File: src/rtl/iox_pkg.sv
package iox_pkg;

    localparam int unsigned WORD_W    = 64;
    localparam int unsigned CFG_NREGS = 5;

    // Register slot order follows the offset map (one 8-byte slot each)
    localparam int unsigned REG_BASE  = 0;
    localparam int unsigned REG_MASK  = 1;
    localparam int unsigned REG_PURGE = 2;
    localparam int unsigned REG_TCFG  = 3;
    localparam int unsigned REG_DIR   = 4;

    typedef enum logic [1:0] {
        WALK_IDLE  = 2'd0,
        WALK_FETCH = 2'd1,
        WALK_WAIT  = 2'd2,
        WALK_DONE  = 2'd3
    } walk_state_e;

    typedef struct packed {
        logic [CFG_NREGS-1:0][WORD_W-1:0] r;
    } cfg_state_t;

    typedef struct packed {
        walk_state_e       state;
        logic [WORD_W-1:0] addr;   // entry address while fetching, result when done
        logic              fault;
    } walk_t;

endpackage

File: src/rtl/iox_cfg_regs.sv
module iox_cfg_regs
    import iox_pkg::*;
#(
    parameter int unsigned    AW       = 12,
    parameter logic [AW-1:0]  BASE_OFF = 12'h300
) (
    input  logic              clk,
    input  logic              rst_n,
    input  logic              we,
    input  logic              wide,
    input  logic [AW-1:0]     addr,
    input  logic [WORD_W-1:0] wdata,
    output logic [WORD_W-1:0] rdata,
    output logic [WORD_W-1:0] base_o,
    output logic [WORD_W-1:0] mask_o,
    output logic [WORD_W-1:0] dir_o
);
    localparam int unsigned   IW      = $clog2(CFG_NREGS);
    localparam int unsigned   HALF    = WORD_W / 2;
    localparam logic [AW-1:0] END_OFF = BASE_OFF + AW'(CFG_NREGS * 8);

    cfg_state_t        st_d, st_q;
    logic [AW-1:0]     off;
    logic [IW-1:0]     idx;
    logic              in_map;
    logic [WORD_W-1:0] word;

    always_comb begin
        off    = addr - BASE_OFF;
        idx    = IW'(off >> 3);
        in_map = (addr >= BASE_OFF) && (addr < END_OFF);
        st_d   = st_q;
        word   = '0;
        for (int g = 0; g < CFG_NREGS; g++) begin
            if (in_map && idx == IW'(g)) begin
                word = st_q.r[g];
                if (we) begin
                    if (wide) begin
                        st_d.r[g] = wdata;
                    end else if (addr[2]) begin
                        st_d.r[g][WORD_W-1:HALF] = wdata[HALF-1:0];
                    end else begin
                        st_d.r[g][HALF-1:0] = wdata[HALF-1:0];
                    end
                end
            end
        end
        if (wide) begin
            rdata = word;
        end else begin
            rdata = {{HALF{1'b0}}, (addr[2] ? word[WORD_W-1:HALF] : word[HALF-1:0])};
        end
    end

    always_ff @(posedge clk or negedge rst_n) begin
        if (!rst_n) begin
            st_q <= '0;
        end else begin
            st_q <= st_d;
        end
    end

    assign base_o = st_q.r[REG_BASE];
    assign mask_o = st_q.r[REG_MASK];
    assign dir_o  = st_q.r[REG_DIR];

endmodule

File: src/rtl/iox_range_match.sv
module iox_range_match
    import iox_pkg::*;
#(
    parameter int unsigned PAGE_SHIFT = 12,
    parameter int unsigned PTE_SHIFT  = 3
) (
    input  logic [WORD_W-1:0] req_addr,
    input  logic [WORD_W-1:0] base_i,
    input  logic [WORD_W-1:0] mask_i,
    input  logic [WORD_W-1:0] dir_i,
    output logic [WORD_W-1:0] page_o,
    output logic [WORD_W-1:0] pte_o,
    output logic              hit_o
);
    localparam logic [WORD_W-1:0] OFF_MASK = (WORD_W'(1) << PAGE_SHIFT) - WORD_W'(1);

    always_comb begin
        page_o = req_addr & ~OFF_MASK;
        hit_o  = base_i[0] && ((page_o & mask_i) == (base_i & ~WORD_W'(1)));
        pte_o  = dir_i + ((page_o >> PAGE_SHIFT) << PTE_SHIFT);
    end

endmodule

File: src/rtl/iox_walk_fsm.sv
module iox_walk_fsm
    import iox_pkg::*;
#(
    parameter int unsigned PAGE_SHIFT = 12
) (
    input  logic              clk,
    input  logic              rst_n,
    input  logic              req_valid,
    output logic              req_ready,
    input  logic              hit_i,
    input  logic [WORD_W-1:0] page_i,
    input  logic [WORD_W-1:0] pte_i,
    output logic              mem_req_valid,
    input  logic              mem_req_ready,
    output logic [WORD_W-1:0] mem_req_addr,
    input  logic              mem_rsp_valid,
    input  logic [WORD_W-1:0] mem_rsp_data,
    output logic              rsp_valid,
    output logic [WORD_W-1:0] rsp_addr,
    output logic              rsp_fault
);
    localparam int unsigned VALID_BIT = WORD_W - 1;

    walk_t             w_d, w_q;
    logic [WORD_W-1:0] ent;

    always_comb begin
        w_d = w_q;
        ent = mem_rsp_data;
        ent[VALID_BIT] = 1'b0;
        ent[PAGE_SHIFT-1:0] = '0;
        case (w_q.state)
            WALK_IDLE: begin
                if (req_valid) begin
                    w_d.fault = 1'b0;
                    if (hit_i) begin
                        w_d.state = WALK_FETCH;
                        w_d.addr  = pte_i;
                    end else begin
                        w_d.state = WALK_DONE;
                        w_d.addr  = page_i;
                    end
                end
            end
            WALK_FETCH: begin
                if (mem_req_ready) begin
                    w_d.state = WALK_WAIT;
                end
            end
            WALK_WAIT: begin
                if (mem_rsp_valid) begin
                    w_d.state = WALK_DONE;
                    if (mem_rsp_data[VALID_BIT]) begin
                        w_d.addr  = ent;
                        w_d.fault = 1'b0;
                    end else begin
                        w_d.addr  = '0;
                        w_d.fault = 1'b1;
                    end
                end
            end
            default: begin
                w_d.state = WALK_IDLE;
            end
        endcase
    end

    always_ff @(posedge clk or negedge rst_n) begin
        if (!rst_n) begin
            w_q <= '0;
        end else begin
            w_q <= w_d;
        end
    end

    assign req_ready     = (w_q.state == WALK_IDLE);
    assign mem_req_valid = (w_q.state == WALK_FETCH);
    assign mem_req_addr  = w_q.addr;
    assign rsp_valid     = (w_q.state == WALK_DONE);
    assign rsp_addr      = w_q.addr;
    assign rsp_fault     = w_q.fault;

endmodule

File: src/rtl/iova_xlate.sv
module iova_xlate
    import iox_pkg::*;
#(
    parameter int unsigned       CFG_AW       = 12,
    parameter logic [CFG_AW-1:0] CFG_BASE_OFF = 12'h300,
    parameter int unsigned       PAGE_SHIFT   = 12,
    parameter int unsigned       PTE_BYTES    = 8
) (
    input  logic              clk,
    input  logic              rst_n,
    input  logic              cfg_we,
    input  logic              cfg_wide,
    input  logic [CFG_AW-1:0] cfg_addr,
    input  logic [WORD_W-1:0] cfg_wdata,
    output logic [WORD_W-1:0] cfg_rdata,
    input  logic              req_valid,
    output logic              req_ready,
    input  logic [WORD_W-1:0] req_addr,
    output logic              rsp_valid,
    output logic [WORD_W-1:0] rsp_addr,
    output logic              rsp_fault,
    output logic              mem_req_valid,
    input  logic              mem_req_ready,
    output logic [WORD_W-1:0] mem_req_addr,
    input  logic              mem_rsp_valid,
    input  logic [WORD_W-1:0] mem_rsp_data
);
    localparam int unsigned PTE_SHIFT = $clog2(PTE_BYTES);

    logic [WORD_W-1:0] cfg_base, cfg_mask, cfg_dir;
    logic [WORD_W-1:0] page_addr, pte_addr;
    logic              range_hit;

    iox_cfg_regs #(
        .AW       (CFG_AW),
        .BASE_OFF (CFG_BASE_OFF)
    ) u_regs (
        .clk    (clk),
        .rst_n  (rst_n),
        .we     (cfg_we),
        .wide   (cfg_wide),
        .addr   (cfg_addr),
        .wdata  (cfg_wdata),
        .rdata  (cfg_rdata),
        .base_o (cfg_base),
        .mask_o (cfg_mask),
        .dir_o  (cfg_dir)
    );

    iox_range_match #(
        .PAGE_SHIFT (PAGE_SHIFT),
        .PTE_SHIFT  (PTE_SHIFT)
    ) u_match (
        .req_addr (req_addr),
        .base_i   (cfg_base),
        .mask_i   (cfg_mask),
        .dir_i    (cfg_dir),
        .page_o   (page_addr),
        .pte_o    (pte_addr),
        .hit_o    (range_hit)
    );

    iox_walk_fsm #(
        .PAGE_SHIFT (PAGE_SHIFT)
    ) u_walk (
        .clk           (clk),
        .rst_n         (rst_n),
        .req_valid     (req_valid),
        .req_ready     (req_ready),
        .hit_i         (range_hit),
        .page_i        (page_addr),
        .pte_i         (pte_addr),
        .mem_req_valid (mem_req_valid),
        .mem_req_ready (mem_req_ready),
        .mem_req_addr  (mem_req_addr),
        .mem_rsp_valid (mem_rsp_valid),
        .mem_rsp_data  (mem_rsp_data),
        .rsp_valid     (rsp_valid),
        .rsp_addr      (rsp_addr),
        .rsp_fault     (rsp_fault)
    );

endmodule

File: config.mk
export PLATFORM = sky130hd
export DESIGN_NAME = iova_xlate
export DESIGN_NICKNAME = d
export VERILOG_FILES = /design/src/rtl/iox_pkg.sv /design/src/rtl/iox_cfg_regs.sv /design/src/rtl/iox_range_match.sv /design/src/rtl/iox_walk_fsm.sv /design/src/rtl/iova_xlate.sv
export SDC_FILE = /design/constraint.sdc
export NUM_CORES = 1
export LEC_CHECK = 0
export BUFFER_PORTS_ARGS = -buffer_cell sky130_fd_sc_hd__buf_2
export CAP_MARGIN = 20
export CORE_AREA = 5 5 166 288
export DETAILED_ROUTE_END_ITERATION = 8
export DIE_AREA = 0 0 171 293
export PLACE_DENSITY = 0.77
export SLEW_MARGIN = 20
export SYNTH_ARGS = -nofsm -noshare
export SYNTH_HDL_FRONTEND = slang
export SYNTH_SLANG_ARGS = --single-unit
File: constraint.sdc
create_clock -name clk -period 3 [get_ports clk]
set_clock_uncertainty 0.05 [all_clocks]
set_input_delay 0 -clock clk [delete_from_list [all_inputs] [get_ports clk]]
set_output_delay 0 -clock clk [all_outputs]
set_load 0.03 [all_outputs]
# Word level (Yosys, flattened, before mapping)
# Cells that the tools add are included.
word_totals:
  out_inout_bits: 196
  in_bits: 211
  ff_bits: 387
  elab_cells: 70
classes:
  magnitude_cmp: 2
  muxes: 17
  n_reduce_logical: 23
  eq_ne: 12
  add_sub_neg: 2
  bitwise_logic: 1
ops:
  columns: ["operator", "count"]
  rows:
  - ["$mux 64", 8]
  - ["$mux 67", 2]
  - ["$pmux 65 s2", 1]
  - ["$mux 32", 3]
  - ["$mux 66", 1]
  - ["$add 64x55->64", 1]
  - ["$and 64x64->64", 1]
  - ["$eq 64x64->1", 1]
  - ["$reduce_and 3->1", 12]
  - ["$ge 12x10->1 const B", 1]
  - ["$lt 12x10->1 const B", 1]
  - ["$logic_and 1x1->1", 7]
  - ["$eq 3x2->1 const B", 2]
  - ["$ne 2x2->1 const B", 3]
  - ["$pmux 2 s3", 1]
  - ["$sub 6x1->6 const B", 1]
  - ["$eq 2x2->1 const B", 2]
  - ["$reduce_bool 2->1", 2]
  - ["$eq 3x1->1 const B", 1]
  - ["$eq 3x3->1 const B", 1]
  - ["$logic_not 3->1", 1]
  - ["$eq 2x1->1 const B", 1]
  - ["$logic_not 2->1", 1]
  - ["$mux 2", 1]
  - ["$ne 2x1->1 const B", 1]

# Longest topological paths before layout
# Gate-level depths: netlist of run 1.
logic_depth:
  word_depth: 10
  ltp_mapped: 13
  depth_no_buf: 13

# By module
# A second synthesis of run 1 with hierarchy kept.
unflattened:
  cells_unflattened: 2565
  hier_area_um2: 25981.2
by_module_without_submodules:
  columns: ["mod", "area_each_um2", "n_inst", "cells_per_inst"]
  rows:
  - ["iox_cfg_regs", 16935.0, 1, 1458]
  - ["iox_walk_fsm", 4549.4, 1, 440]
  - ["iox_range_match", 4496.8, 1, 667]

# Worst setup path after synthesis of run 1
# No wires, ideal clock.
synth_path:
  path_type: "flip-flop to flip-flop"
  start: "register u_regs.st_q, in the netlist u_regs.dir_o[3]"
  end: "register u_walk.w_q, in the netlist u_walk.mem_req_addr[61]"
  path_stages_with_launch: 14
  path_slack_ns: 0.104
  synth_period_minus_slack_ns: 2.896
  t_required_ns: 2.824
  arrival_ns: 2.720
  setup_time_ns: 0.126
  path_cell_list: "dfrtp_1 > ha_1 > inv_1 > fa_1 > nand2b_1 > a211oi_2 > nor2_1 > o21ai_1 > a21boi_1 > o41ai_2 > nand2_1 > o21ai_1 > mux2i_1 > o21ai_1"
synth_between:
  elab_chain_len: 4
synth_rtl:
  columns: ["element", "line", "source"]
  rows:
  - ["start, declared", "iox_cfg_regs.sv:22", "cfg_state_t st_d, st_q;"]
  - ["start signal, assigned", "iox_cfg_regs.sv:59", "st_q <= st_d;"]
  - ["$add 64x55->64", "iox_range_match.sv:20", "pte_o = dir_i + ((page_o >> PAGE_SHIFT) << PTE_SHIFT);"]
  - ["$mux 66", "iox_walk_fsm.sv:36", "if (hit_i) begin"]
  - ["$mux 67", "iox_walk_fsm.sv:34", "if (req_valid) begin"]
  - ["$pmux 65 s2", "iox_walk_fsm.sv:32", "case (w_q.state)"]
  - ["end signal, assigned", "iox_walk_fsm.sv:72", "w_q <= w_d;"]
  - ["end, declared", "iox_walk_fsm.sv:24", "walk_t w_d, w_q;"]
# Every way passes these cells. The select of a mux whose other input is x is not followed.
# A chain may end at the register's enable or synchronous reset.

# Final worst setup path of run 1
layout_path:
  start: "register u_regs.st_q, in the netlist u_regs.dir_o[8]"
  end: "register u_walk.w_q, in the netlist u_walk.mem_req_addr[39]"
# Same word-level chain as after synthesis.

==> flow_summary.json, run 1 <==
{
  "status": "complete, but fails checks",
  "failing_checks": "negative hold slack",
  "rsz_0062_raised_after_global_routing": "true",
  "ys_dominant_reg_cell": "dfrtp_1",
  "placedCellCount": 3278,
  "drt_pre_antenna_iters": 6,
  "wl_per_cell_um": 27.6,
  "netlist-cell-type-count": 83,
  "placementRows": 103,
  "drtAntennaViolNets": 0,
  "p_per_area_nw_per_um2": 556,
  "hold_class": "input pin to register",
  "worstPathArrival_ns": 3.34,
  "number_of_standard_cells_after_synthesis": 2349,
  "initial_antenna_violation_count": 3,
  "hold-worst-slack_ns": -0.000870,
  "timing.max_slew.rel_slack_pct": 30.7,
  "setup_viol_count_final": 0,
  "grt_pass1_wl_um": 141000,
  "clock_sinks": 387,
  "initial_standard_cell_utilization_of_the_core_pct": 51.7,
  "fin_nets": 3183,
  "setup_crit_start_kind": "register",
  "number_of_flops_mapped_to_enable_cells_by_yosys": 0,
  "clockRootBuffer": "clkbuf_16",
  "core_um2": 45000,
  "vias_per_cell": 6.20,
  "nFillCells": 3452,
  "clock.fmax_mhz": 337,
  "drt_drc_violations_left": 0,
  "grt_pass1_vias": 22200,
  "routed_wirelength_um": 97100,
  "route.vias.total": 21800,
  "largest_net_degree_at_the_start_of_global_routing": 107,
  "synth.avg_cell_area_um2": 9.90,
  "clk_pin_slew_ns": 0.07,
  "overflow_left_after_global_routing": 0,
  "die_width_um": 171,
  "clock_tree.buffer_depth": 3,
  "tightest_slew_ns": 1.01,
  "post-synth-top-count-cell": "dfrtp_1",
  "power_leakage_uw": 0.0142,
  "synth_top_area_share_pct": 41.6,
  "die_height_um": 293,
  "gp_routability_congestion": 1.05,
  "dr.first_iter.drc_count": 2043,
  "post_layout_nonfiller_instances": 3520,
  "mappedNetlistNets": 2617,
  "port-buffer-count": 380,
  "setup.worst_path.class": "register to register",
  "synthArstFlopShare_pct": 100,
  "period_share_pct": 98.9,
  "crit_path_max_fanout": 3,
  "cell_type_contributing_the_most_total_cell_area_after_synthesis": "dfrtp_1",
  "hold_violations": 1,
  "synth.cell_area_um2": 23300,
  "dpl.hpwl_um": 72300,
  "totalPowerFinal_uw": 16500,
  "grt_util_all_layers_pct": 37.5,
  "min_period_ns": 2.97,
  "flow.area_growth_from_synthesis_pct": 28.0,
  "synth.top_cells.by_count": "387 x dfrtp_1, 319 x nand2_1, 244 x o21ai_0",
  "critical_path.endpoint_type": "register",
  "final_layout_size_suffix_gt1_share_pct": 35.0,
  "ys_warn_count": 0,
  "cap_violations": 0,
  "slew_violations": 0,
  "clk-insertion-delay-late_ns": 0.57,
  "worst_ep_required_time_ns": 3.37,
  "synth_seq_area_share_pct": 41.6,
  "tritoncts": "done",
  "synthTopCellsByArea": "dfrtp_1 42%, mux2_2 7.7%, mux4_2 6.2%",
  "clock_buffers_created_by_tritoncts": 36,
  "floorplan.io_pins": 407,
  "design.die.area_um2": 50100,
  "cts_htree_levels": 2,
  "postSynthRegisterBits": 387,
  "vdd_ir_drop_max_mv": 0.867
}
-- cell type report --
type | count | area [µm²] | share of cell area (%)
Antenna cell | 3 | 7.51 | 0.0252
Clock buffer | 51 | 1040 | 3.48
Clock inverter | 12 | 92.6 | 0.311
Inverter | 29 | 109 | 0.366
Multi-Input combinational cell | 1663 | 12500 | 41.9
Sequential cell | 387 | 9690 | 32.5
Tap cell | 577 | 722 | 2.43
Timing Repair Buffer | 798 | 5630 | 18.9
-- per-layer routing --
metal | track usage, % | wire, µm | vias up
li1 | - | - | 9470
met4 | 28.4 | 9850 | 2
met2 | 61.8 | 46400 | 1303
met5 | 0 | 13 | -
met1 | 43.7 | 33100 | 10700
met3 | 5.77 | 7810 | 362
-- layout by cell type (no fill, tap or decap), types with 53 or more instances in the layout --
cell | synthesis | final
xor2_1 | 53 | 53
mux4_2 | 64 | 64
dfrtp_1 | 387 | 385
buf_4 | 132 | 245
dlygate4sd3_1 | 0 | 158
a21oi_1 | 148 | 141
nand2_1 | 319 | 317
mux2i_1 | 61 | 59
nor2_1 | 122 | 117
mux2_2 | 159 | 159
o21ai_0 | 244 | 239
buf_2 | 26 | 377
-- logic make-up (layout without fill, tap and decap cells) --
family          Yosys count  after routing  share of synthesized area [%]
simple gates            618            618                           11.9
xor+xnor                 90             90                           3.39
mux                     285            285                           16.6
compound gates          613            613                           16.3
other cells               0              3                              0
flops                   387            387                           41.6
fa+ha+maj                57             57                           3.10
buf+inv                 299            890                           7.14
-- stage by stage --
stage | setup TNS (ns) | cell area (µm²) | worst slack [ns] | utilization, %
2_1_floorplan | 0 | 23300 | 0.104 | -
3_3_place_gp | -5.83 | 26400 | -0.188 | 58.6
3_5_place_dp | -6.35 | 26400 | -0.202 | 58.6
4_1_cts | 0 | 29200 | 0.00205 | 64.9
5_1_grt | -0.599 | 29800 | -0.0929 | 66.2
6_report | 0 | 29800 | 0.0333 | 66.2
-- power breakdown --
group	switching, µW	leakage, µW	internal (µW)	total [µW]
Clock	2120	0.000562	2440	4560
Combinational	3980	0.00837	1870	5850
Sequential	409	0.00526	5720	6130
-- state kept, by name, summed over array words and instances (netlist names) --
signal	cells
u_walk.w_q	2
u_walk.mem_req_addr	64
u_regs.dir_o	64
u_walk.rsp_fault	1
u_regs.st_q	128
u_regs.mask_o	64
u_regs.base_o	64
-- worst paths after layout --
kind                                  startpoint                      end  slack [ns]  cells after the start
worst max register to register   u_regs.dir_o[8]  u_walk.mem_req_addr[39]        0.03                     14
worst min register to register  u_regs.st_q[230]         u_regs.st_q[230]        0.43                      2
worst max-delay path             u_regs.dir_o[8]  u_walk.mem_req_addr[39]        0.03                     14
worst min-delay path               cfg_wdata[58]        u_regs.base_o[58]     -0.0009                      3
min in group asynchronous                  rst_n        u_regs.mask_o[49]        0.05                      2
max in group asynchronous                  rst_n         u_regs.st_q[138]        1.75                      4
-- timing repair --
| item | 4_1_cts | 5_1_grt |
|---|---|---|
| setup endpoints to repair | 55 | 57 |
| endpoints found under the hold margin | 420 | 0 |
| pin swaps | 10 | 28 |
| hold buffers | 158 | 0 |
| gates cloned | 0 | 1 |
| resized for setup | 21 | 81 |
| setup buffers | 4 | 13 |
-- critical path: stages (launching register included) --
cell	delay (ns)
dfrtp_1	0.44
ha_2	0.23
a211oi_1	0.26
buf_4	0.17
nor2_1	0.07
o21ai_2	0.18
buf_4	0.14
nand3_1	0.06
a31o_2	0.24
a31oi_1	0.16
buf_4	0.16
o21ai_0	0.10
xnor2_1	0.15
a222oi_1	0.31
a21oi_1	0.11
No activity file was read; power rests on OpenSTA's default activity.
==> inputs of run 2 (changes only) <==
--- a/config.mk
+++ b/config.mk
@@ -5,12 +5,12 @@
 export SDC_FILE = /design/constraint.sdc
 export NUM_CORES = 1
 export LEC_CHECK = 0
-export BUFFER_PORTS_ARGS = -buffer_cell sky130_fd_sc_hd__buf_2
 export CAP_MARGIN = 20
-export CORE_AREA = 5 5 166 288
+export CORE_AREA = 5 5 151 261
 export DETAILED_ROUTE_END_ITERATION = 8
-export DIE_AREA = 0 0 171 293
-export PLACE_DENSITY = 0.77
+export DIE_AREA = 0 0 156 266
+export DONT_BUFFER_PORTS = 1
+export PLACE_DENSITY = 0.79
 export SLEW_MARGIN = 20
 export SYNTH_ARGS = -nofsm -noshare
 export SYNTH_HDL_FRONTEND = slang
==> constraint.sdc (replaced) <==
create_clock -name clk -period 3.5 [get_ports clk]
set_clock_uncertainty 0.05 [all_clocks]
set_input_delay 0 -clock clk [delete_from_list [all_inputs] [get_ports clk]]
set_output_delay 0 -clock clk [all_outputs]
set_load 0.03 [all_outputs]
==> flow_summary.json, run 2 (same netlist as run 1, synthesis figures left out) <==
{
  "status": "complete, but fails checks",
  "failing_checks": "negative hold slack, negative setup slack",
  "core_um2": 36900,
  "vias_per_cell": 6.94,
  "critical_path.endpoint_type": "register",
  "tightest_slew_ns": 1.24,
  "rsz_0062_raised_after_global_routing": "true",
  "place_area_um2": 23100,
  "clock_buffers_created_by_tritoncts": 36,
  "dpl.hpwl_um": 64800,
  "clock_tree.buffer_depth": 3,
  "fin_nets": 2662,
  "worst-r2r-setup-slack_ns": -0.008,
  "tritoncts": "done",
  "setup_viol_count_final": 1,
  "crit_path_max_fanout": 6,
  "largest_reg_flops": 128,
  "hold_violations": 388,
  "hold_class": "input pin to async pin",
  "overflow_left_after_global_routing": 0,
  "die_height_um": 266,
  "clock.fmax_mhz": 285,
  "reg2reg_from": "u_regs.base_o[3]",
  "power_leakage_uw": 0.0118,
  "dr.first_iter.drc_count": 2232,
  "route.vias.total": 20200,
  "vdd_ir_drop_max_mv": 0.603,
  "final_layout_size_suffix_gt1_share_pct": 17.9,
  "final_cell_mix": "387 x dfrtp_1, 318 x nand2_1, 241 x o21ai_0",
  "min_period_ns": 3.51,
  "layout.cell_area.non_filler_um2": 26300,
  "drtAntennaViolNets": 0,
  "worstPathArrival_ns": 3.85,
  "initial_antenna_violation_count": 17,
  "grt_pass1_vias": 20700,
  "clk-insertion-delay-late_ns": 0.56,
  "initial_standard_cell_utilization_of_the_core_pct": 63.0,
  "routed_wirelength_um": 92600,
  "cts_htree_levels": 2,
  "wl_per_cell_um": 31.9,
  "setup_crit_start_kind": "register",
  "layout.cells.most_common": "dfrtp_1",
  "clk_pin_slew_ns": 0.07,
  "port-buffer-count": 0,
  "cap_violations": 0,
  "period_share_pct": 100,
  "hold-worst-slack_ns": -0.904,
  "largest_net_degree_at_the_start_of_global_routing": 388,
  "p_per_area_nw_per_um2": 511,
  "flow.area_growth_from_synthesis_pct": 13.1,
  "clockRootBuffer": "clkbuf_16",
  "gp_routability_congestion": 1.05,
  "nFillCells": 2606,
  "reg2regPathDepth": 10,
  "worst_ep_required_time_ns": 3.84,
  "grt_pass1_wl_um": 134000,
  "timing.max_slew.rel_slack_pct": 14.7,
  "max_flop_register": "u_regs.st_q",
  "grt_util_all_layers_pct": 43.6,
  "die_width_um": 156,
  "drt_drc_violations_left": 0,
  "drt_pre_antenna_iters": 6,
  "placementRows": 93,
  "reg2reg_to": "u_walk.mem_req_addr[31]",
  "setup.worst_path.class": "register to register",
  "slew_violations": 0,
  "clock_sinks": 387,
  "floorplan.io_pins": 407,
  "design.die.area_um2": 41500,
  "final.setup.worst_slack_ns": -0.00763
}
[run 2: cell count changes in the layout (fill, tap and decap cells not counted), sizes merged]
cell and delta:
buf -548, dlygate4sd3 +27, diode +6, clkbuf +5
clkinv -3, clkinvlp +1, dlymetal6s4s +1, inv -1
[run 2: cell type report]
class | instances | area [µm²] | area share [%]
antenna | 9 | 22.5 | 0.0856
clock buffer | 57 | 1140 | 4.34
tap | 475 | 594 | 2.26
multi-input combinational | 1663 | 12000 | 45.8
inverter | 29 | 109 | 0.414
clock inverter | 9 | 65.1 | 0.247
timing repair buffer | 277 | 2630 | 10.0
sequential | 387 | 9680 | 36.8
[run 2: per-layer routing]
layer | global-route usage, % | part of all wire (%)
met1 | 47.0 | 31
met2 | 70.3 | 47
met5 | 0 | 0.027
met4 | 40.4 | 12
met3 | 9.74 | 9.6
[run 2: worst max-delay path by stage]
stage                 startpoint                       to  slack, ns  depth (start not counted)
2_1_floorplan    u_regs.dir_o[3]  u_walk.mem_req_addr[61]       0.60                         13
5_1_grt        u_regs.mask_o[60]  u_walk.mem_req_addr[31]      -0.02                         13
6_report        u_regs.base_o[3]  u_walk.mem_req_addr[31]     -0.008                         10
3_3_place_gp     u_regs.dir_o[3]  u_walk.mem_req_addr[39]       0.19                         14
3_5_place_dp     u_regs.dir_o[3]  u_walk.mem_req_addr[39]       0.16                         14
4_1_cts        u_regs.mask_o[37]  u_walk.mem_req_addr[31]       0.04                         13
[run 2: per-stage QoR]
| stage | setup TNS [ns] | cells | total power, µW | utilization [%] | setup WS (ns) |
|---|---|---|---|---|---|
| finish | -0.00763 | 2906 | 13400 | 71.3 | -0.00763 |
| detailed placement | 0 | 2642 | 8940 | 62.6 | 0.163 |
| CTS | 0 | 2890 | 13300 | 70.8 | 0.0362 |
| global placement | 0 | 2642 | 8840 | 62.6 | 0.195 |
| floorplan | 0 | 2349 | 9010 | - | 0.604 |
| global route | -0.120 | 2901 | 13800 | 71.3 | -0.0231 |
[run 2: where the power goes]
group	switching (µW)	internal [µW]	leakage, µW
registers	1660	4870	0.00526
clock network	1800	2260	0.000594
logic	1700	1140	0.00599
total	5160	8270	0.0118
[run 2: worst max-delay path, stage by stage, from the launching register on]
cell	delay, ns
dfrtp_1	0.45
nor4b_1	0.64
nand4_1	0.31
nor4_2	0.20
buf_4	0.15
and4_4	0.31
nor2_1	0.16
buf_4	0.24
a22oi_1	0.15
dlygate4sd3_1	0.58
a31oi_1	0.09
[run 2: what timing repair did]
item | CTS | global route
setup buffers | 0 | 2
resized for setup | 0 | 22
setup endpoints to repair | 0 | 20
endpoints found under the hold margin | 746 | 395
hold buffers | 182 | 5
